**config.mk**
```make
export PLATFORM = sky130hd
export DESIGN_NAME = ch6_src_select
export DESIGN_NICKNAME = d
export VERILOG_FILES = /design/src/rtl/fmpcm_pkg.sv /design/src/rtl/fmpcm_regs.sv /design/src/rtl/fmpcm_pcm_scale.sv /design/src/rtl/fmpcm_out_fsm.sv /design/src/rtl/ch6_src_select.sv
export SDC_FILE = /design/constraint.sdc
export NUM_CORES = 1
export LEC_CHECK = 0
export BUFFER_PORTS_ARGS = -buffer_cell sky130_fd_sc_hd__buf_4
export CAP_MARGIN = 10
export CORE_MARGIN = 1
export CORE_UTILIZATION = 40
export DETAILED_ROUTE_END_ITERATION = 8
export GPL_ROUTABILITY_DRIVEN = 0
export PLACE_DENSITY = 0.68
export SLEW_MARGIN = 5
export SYNTH_ARGS = -nofsm -noshare
export SYNTH_HDL_FRONTEND = slang
export SYNTH_SLANG_ARGS = --single-unit
export TNS_END_PERCENT = 10
```
**constraint.sdc**
```tcl
create_clock -name clk -period 2.1 [get_ports clk]
set_clock_uncertainty 0.15 [all_clocks]
set_input_delay 0.42 -clock clk [delete_from_list [all_inputs] [get_ports clk]]
set_output_delay 0.42 -clock clk [all_outputs]
set_load 0.1 [all_outputs]
```
**src/rtl/fmpcm_pkg.sv**
```systemverilog
package fmpcm_pkg;
    localparam int PCM_W = 8;
    localparam int SMP_W = 10;
    localparam logic [PCM_W-1:0] PCM_IDLE = 8'h80;

    localparam logic ADDR_PCM  = 1'b0;
    localparam logic ADDR_MODE = 1'b1;

    typedef enum logic {
        SEL_IDLE = 1'b0,
        SEL_SHOW = 1'b1
    } sel_state_t;
endpackage

```
**src/rtl/fmpcm_regs.sv**
```systemverilog
module fmpcm_regs #(
    parameter int PCM_W = 8,
    parameter logic [PCM_W-1:0] PCM_INIT = 8'h80
) (
    input  logic             clk,
    input  logic             rst_n,
    input  logic             wr_en,
    input  logic             wr_addr,
    input  logic [PCM_W-1:0] wr_data,
    output logic [PCM_W-1:0] pcm_q,
    output logic             pcm_mode_q
);
    import fmpcm_pkg::*;

    always_ff @(posedge clk) begin
        if (!rst_n) begin
            pcm_q      <= PCM_INIT;
            pcm_mode_q <= 1'b0;
        end else if (wr_en) begin
            if (wr_addr == ADDR_PCM) pcm_q <= wr_data;
            else                     pcm_mode_q <= wr_data[0];
        end
    end

    // mode follows data bit 0 of a mode write
    assert_mode_bit_R8: assert property (@(posedge clk) disable iff (!rst_n)
        (wr_en && wr_addr == ADDR_MODE) |=> (pcm_mode_q == $past(wr_data[0])));

    // a sample write does not touch the mode
    assert_pcm_wr_keeps_mode_R5: assert property (@(posedge clk) disable iff (!rst_n)
        (wr_en && wr_addr == ADDR_PCM) |=> $stable(pcm_mode_q));
endmodule

```
**src/rtl/fmpcm_pcm_scale.sv**
```systemverilog
module fmpcm_pcm_scale #(
    parameter int PCM_W = 8,
    parameter int SMP_W = 10
) (
    input  logic [PCM_W-1:0] pcm_byte,
    output logic [SMP_W-1:0] pcm_signed
);
    localparam int SHIFT = SMP_W - PCM_W;

    // Offset-binary to two's complement: invert the top bit, then scale.
    generate
        if (SHIFT > 0) begin : g_scale
            assign pcm_signed = {~pcm_byte[PCM_W-1], pcm_byte[PCM_W-2:0], {SHIFT{1'b0}}};
        end else begin : g_trunc
            logic [PCM_W-1:0] centred;
            assign centred    = {~pcm_byte[PCM_W-1], pcm_byte[PCM_W-2:0]};
            assign pcm_signed = centred[PCM_W-1 -: SMP_W];
        end
    endgenerate

    initial assert (SMP_W >= 2 && PCM_W >= 2);
endmodule

```
**src/rtl/fmpcm_out_fsm.sv**
```systemverilog
module fmpcm_out_fsm #(
    parameter int SMP_W = 10
) (
    input  logic             clk,
    input  logic             rst_n,
    input  logic             slot_strobe,
    input  logic             pcm_mode,
    input  logic [SMP_W-1:0] fm_sample,
    input  logic [SMP_W-1:0] pcm_sample,
    output logic [SMP_W-1:0] out_sample,
    output logic             out_valid
);
    import fmpcm_pkg::*;

    sel_state_t state_q, state_d;
    logic [SMP_W-1:0] sample_q;

    always_comb begin
        state_d = state_q;
        unique case (state_q)
            SEL_IDLE: state_d = slot_strobe ? SEL_SHOW : SEL_IDLE;
            SEL_SHOW: state_d = slot_strobe ? SEL_SHOW : SEL_IDLE;
        endcase
    end

    always_ff @(posedge clk) begin
        if (!rst_n) state_q <= SEL_IDLE;
        else        state_q <= state_d;
    end

    always_ff @(posedge clk) begin
        if (!rst_n)           sample_q <= '0;
        else if (slot_strobe) sample_q <= pcm_mode ? pcm_sample : fm_sample;
    end

    assign out_sample = sample_q;
    assign out_valid  = (state_q == SEL_SHOW);

    assert_valid_after_slot_R2: assert property (@(posedge clk) disable iff (!rst_n)
        slot_strobe |=> out_valid);
    assert_no_valid_without_slot_R2: assert property (@(posedge clk) disable iff (!rst_n)
        !slot_strobe |=> !out_valid);
    assert_hold_between_slots_R7: assert property (@(posedge clk) disable iff (!rst_n)
        !slot_strobe |=> $stable(out_sample));
    assert_fm_passthrough_R3: assert property (@(posedge clk) disable iff (!rst_n)
        (slot_strobe && !pcm_mode) |=> (out_sample == $past(fm_sample)));
    assert_pcm_selected_R4: assert property (@(posedge clk) disable iff (!rst_n)
        (slot_strobe && pcm_mode) |=> (out_sample == $past(pcm_sample)));
endmodule

```
**src/rtl/ch6_src_select.sv**
```systemverilog
module ch6_src_select #(
    parameter int PCM_W = 8,
    parameter int SMP_W = 10
) (
    input  logic             clk,
    input  logic             rst_n,
    input  logic             wr_en,
    input  logic             wr_addr,
    input  logic [PCM_W-1:0] wr_data,
    input  logic             slot_strobe,
    input  logic [SMP_W-1:0] fm_sample,
    output logic [SMP_W-1:0] out_sample,
    output logic             out_valid
);
    logic [PCM_W-1:0] pcm_q;
    logic             pcm_mode_q;
    logic [SMP_W-1:0] pcm_signed;

    fmpcm_regs #(.PCM_W(PCM_W), .PCM_INIT(PCM_W'(1) << (PCM_W-1))) u_regs (
        .clk        (clk),
        .rst_n      (rst_n),
        .wr_en      (wr_en),
        .wr_addr    (wr_addr),
        .wr_data    (wr_data),
        .pcm_q      (pcm_q),
        .pcm_mode_q (pcm_mode_q)
    );

    fmpcm_pcm_scale #(.PCM_W(PCM_W), .SMP_W(SMP_W)) u_scale (
        .pcm_byte   (pcm_q),
        .pcm_signed (pcm_signed)
    );

    fmpcm_out_fsm #(.SMP_W(SMP_W)) u_fsm (
        .clk         (clk),
        .rst_n       (rst_n),
        .slot_strobe (slot_strobe),
        .pcm_mode    (pcm_mode_q),
        .fm_sample   (fm_sample),
        .pcm_sample  (pcm_signed),
        .out_sample  (out_sample),
        .out_valid   (out_valid)
    );

    // a register write in the slot cycle does not alter the sample taken
    assert_same_cycle_write_R6: assert property (@(posedge clk) disable iff (!rst_n)
        (slot_strobe && wr_en && wr_addr == 1'b0 && $past(pcm_mode_q) && pcm_mode_q && rst_n)
        |=> (out_sample == $past(pcm_signed)));
endmodule

```
* Word level (Yosys, flattened, before mapping)
Index checks and enable logic that the tools add are counted.
** Storage, ports and cells
- Register bits :: 20
- Output and inout bits :: 11
- Logic and storage cells :: 10
** Operators by class
- Multiplexer cells :: 2
- Reduce and logical (&&, ||, !) cells :: 2
- Bitwise logic cells :: 2
** Operators with widths (count)
- $mux W10 :: 1
- $reduce_and A2 Y1 :: 2
- $not A1 Y1 :: 2
- $mux W1 :: 1

* Longest topological paths before layout
- Depth in word-level cells :: 2
- Gate-level depth with buffers :: 4

* Cells and area by module
A second synthesis with hierarchy kept.
** Second synthesis, totals
- Cells, all modules :: 97
- Area, all modules :: 914.6 um2
** By module, submodules not included
- fmpcm_out_fsm :: seq. area each 220.2 um2, cells each 46, area each 451.7 um2, instances 1
- fmpcm_regs :: seq. area each 180.2 um2, cells each 40, area each 387.9 um2, instances 1
- fmpcm_pcm_scale :: seq. area each 0.0 um2, cells each 11, area each 75.1 um2, instances 1

* Worst setup path before layout
Ideal clock, no wire load.
- Path type :: reg2out
- Start :: register u_fsm.sample_q[4], in the netlist u_fsm.out_sample[4]
- End :: output out_sample[4]
- Data arrival time :: 0.925 ns
- Data required time :: 1.530 ns
- Stages on the path, launching flop included :: 1
- Slack :: 0.605 ns
- Path buffers :: 0
- Path through :: dfxtp_1
** RTL lines
- from (decl) :: line fmpcm_out_fsm.sv:16 : logic [SMP_W-1:0] sample_q;
- from (signal assigned) :: line fmpcm_out_fsm.sv:33 : else if (slot_strobe) sample_q <= pcm_mode ? pcm_sample : fm_sample;
- to (decl) :: line ch6_src_select.sv:12 : output logic [SMP_W-1:0] out_sample,
No word-level cell between the ends.

* Worst setup path in the final report
- Start :: register u_fsm.sample_q[2], in the netlist u_fsm.out_sample[2]
- End :: output out_sample[2]
No word-level cell between the ends.

==> results.md <==
* Post-synthesis sequential element count at 20
* Largest net degree at the start of global routing at 21
* CTS tree: built
* Worst Hold End: u_regs.pcm_q[7]$_SDFFE_PN1P_
* Met1 Wirelength at 755 um
* Sw Pwr at 0.2692 mW
* Antenna Nets Post-Route at 0
* Worst path cell trace: buf_4
* Clock share of power at a little over a fifth
* Max-cap viol count at 0
* Worst r2r src: u_regs.pcm_mode_q$_SDFFE_PN0P_
* R2R setup slack at around 0.83 ns
* Hold_buf cts at 0
* Die ar. at ~2300 um^2
* Buf/Inv on CP at 1
* Worst-Skew Late Latency at roughly 0.29 ns
* Pleak at about 0.46 nW
* Hold Startpoint: wr_data[7]
* Inserted Clock Buffers at 3
* Crit-path slowest cell: dfxtp_1
* Max transition margin at approximately 67%
* Fin crit share at between 70% and 80%
* Ranking of synthesized cells by area: dfxtp_1 48%, mux2i_1 9.5%, a21boi_2 9.4%, nand2_1 8.0%, a21oi_1 5.9%
* Yosys top cell area share at a little under half
* Final Max Slew Viols at 0
* Post-DR vias/cell at about 4.7
* Worst EP arrival at between 0.9 and 1 ns
* Starting Density at roughly 43%
* Internal power at 0.5397 mW
* Diode count at 0
* Clock root cell: clkbuf_4
* WL final at 1706 um
* Setup crit end kind: output port
* Mapped Cells at 89
* Clock-pin slew on the worst setup and hold paths at 0.10 ns
* CP delay by family, top: flip-flops
* DP HPWL at 1264 um
* Worst setup path class: reg -> out
* Finished Layout Cells at between 100 and 150
* Die Span X at about 48 um
* Synthesized area at 842.1 um^2
* # IOs at 34
* CP Max Fanout at 2
* Sw Ratio at between 30% and 40%
* GR Overflow Total at 0
* Fmax at 666.3 MHz
* Final hold viol count at 0
* Sequential area share after synthesis at between 40% and 50%
* Reg area at between 400 and 500 um^2
* Drt pass-1 iters at 4
* Post-CTS sizing at 0
* Min cycle time layout at ~1.5 ns
* Syn_nets at approximately 110
* H-tree depth at 1
* Footprint of the multi-input gates at roughly 380 um^2
* Initial DRC count at 8
* Final setup violation count at 0
* Die Y at about 48 um
* Post-CTS Setup Repair Bufs at 0
* Pwr dens at approximately 740 nW/um^2
* Hold path cells at 3
* Vias in the first global route at 606
* Placed insts at around 140
* P&R area growth vs syn at 30.16%
* Worst-case reg-to-reg path depth at 3
* CP startpoint kind: flip-flop
* Setup_tns at 0 ns
* Commonest non-fill, non-tap cell in the layout: buf_4
* Layout cell share with drive strength beyond 1 at around 37%
* Seq pwr share at a little over 50%
* Final nets at roughly 140
* Most frequent cells in the layout: 34 x buf_4, 20 x dfxtp_1, 18 x nand2_1
* Met3 wire len at 62 um
* Fill cells at roughly 200
* Core Rows at 16
* Uppermost layer routed: met4
* Via count at between 600 and 700
* Clock Path Buffers at 2
* Synth Area per Inst at around 9.5 um^2
* Synth warn at 0
* Port Buf Inserts at 33
* Routed met2 length at between 800 and 900 um
* CORE AREA at between 1500 and 2000 um^2
* Peak VDD IR at between 0.3 and 0.4 mV
* Worst EP required at 1.53 ns
* Post-route DRC at 0
* First-pass GRT wire length at 2532 um
* CP max stage delay at 0.35 ns
* RSZ-0062 raised after global routing: false
* Avg WL per Cell at between 10 and 15 um
* Worst-Margin Slew at approximately 0.5 ns
* Initial antenna violation count at 0
* Clock sinks at 20
* Gate power share at between 20% and 30%
* Synth area leader: dfxtp_1
* GRT Total Usage at roughly 17%
* Cell variety after synth at 16
* Status: finished clean
* Reg-to-reg critical path endpoint: u_fsm.out_sample[2]$_SDFFE_PN0P_
* Worst hold path class: in -> reg
[area by class of cell]
cell class                 count  area share, %
clock buffer                   3          2.055
multi-input combinational     62          35.05
sequential                    20          36.53
tap                           27          3.082
timing repair buffer          34          23.29
[power by group through the flow]
stage	combinational, mW	sequential (mW)	clock, mW
after global routing	0.233	0.417	0.198
after global placement	0.218	0.422	0
after floorplan	0.0617	0.523	0
final	0.220	0.414	0.175
after detailed placement	0.221	0.424	0
after CTS	0.222	0.415	0.183
[cell families (layout without fill, tap and decap cells)]
family | count (synthesis) | after routing | synth area share, %
flops | 20 | 20 | 47.55
mux | 8 | 8 | 9.510
compound gates | 26 | 26 | 20.65
buf+inv | 7 | 37 | 6.833
simple gates | 28 | 28 | 15.45
[per-layer routing]
layer	up-vias	GRT usage, %
met2	17	28.65
met4	0	10.00
li1	361	-
met3	4	4.528
met5	-	0
met1	306	19.09
[cell usage after synthesis (all sizes together)]
cell,instances
and2,1
nand3,1
a21boi,7
and2b,1
nand2b,1
a21oi,10
buf,6
dfxtp,20
clkbuf,1
nand2,18
o21ai,9
mux2i,8
nor2b,6
[worst max-delay path by stage]
stage / startpoint / end / slack (ns) / depth (start not counted)
floorplan: u_fsm.out_sample[4]$_SDFFE_PN0P_ / out_sample[4] / 0.61 / 0
global placement: wr_addr / u_regs.pcm_q[1]$_SDFFE_PN0P_ / 0.69 / 4
detailed placement: wr_addr / u_regs.pcm_q[1]$_SDFFE_PN0P_ / 0.66 / 4
CTS: u_fsm.out_sample[2]$_SDFFE_PN0P_ / out_sample[2] / 0.58 / 1
global route: u_fsm.out_sample[7]$_SDFFE_PN0P_ / out_sample[7] / 0.55 / 1
finish: u_fsm.out_sample[2]$_SDFFE_PN0P_ / out_sample[2] / 0.60 / 1
[metrics by stage]
step / power (mW) / hold slack [ns] / utilization, % / worst slack (ns) / cell area, um^2
after floorplan: 0.5851 / 0.2880 / - / 0.6053 / 842.1
after global placement: 0.6406 / 0.3051 / 54.72 / 0.6891 / 1074
after detailed placement: 0.6446 / 0.3148 / 54.72 / 0.6626 / 1074
after CTS: 0.8189 / 0.1732 / 55.87 / 0.5809 / 1096
after global routing: 0.8483 / 0.1814 / 55.87 / 0.5476 / 1096
final: 0.8088 / 0.1853 / 55.87 / 0.5992 / 1096
[state kept, by name, indices dropped and copies added (netlist names)]
register           flops
u_fsm.out_sample      10
u_fsm.out_valid        1
u_regs.pcm_mode_q      1
u_regs.pcm_q           8
(Power assumes the default switching activity.)
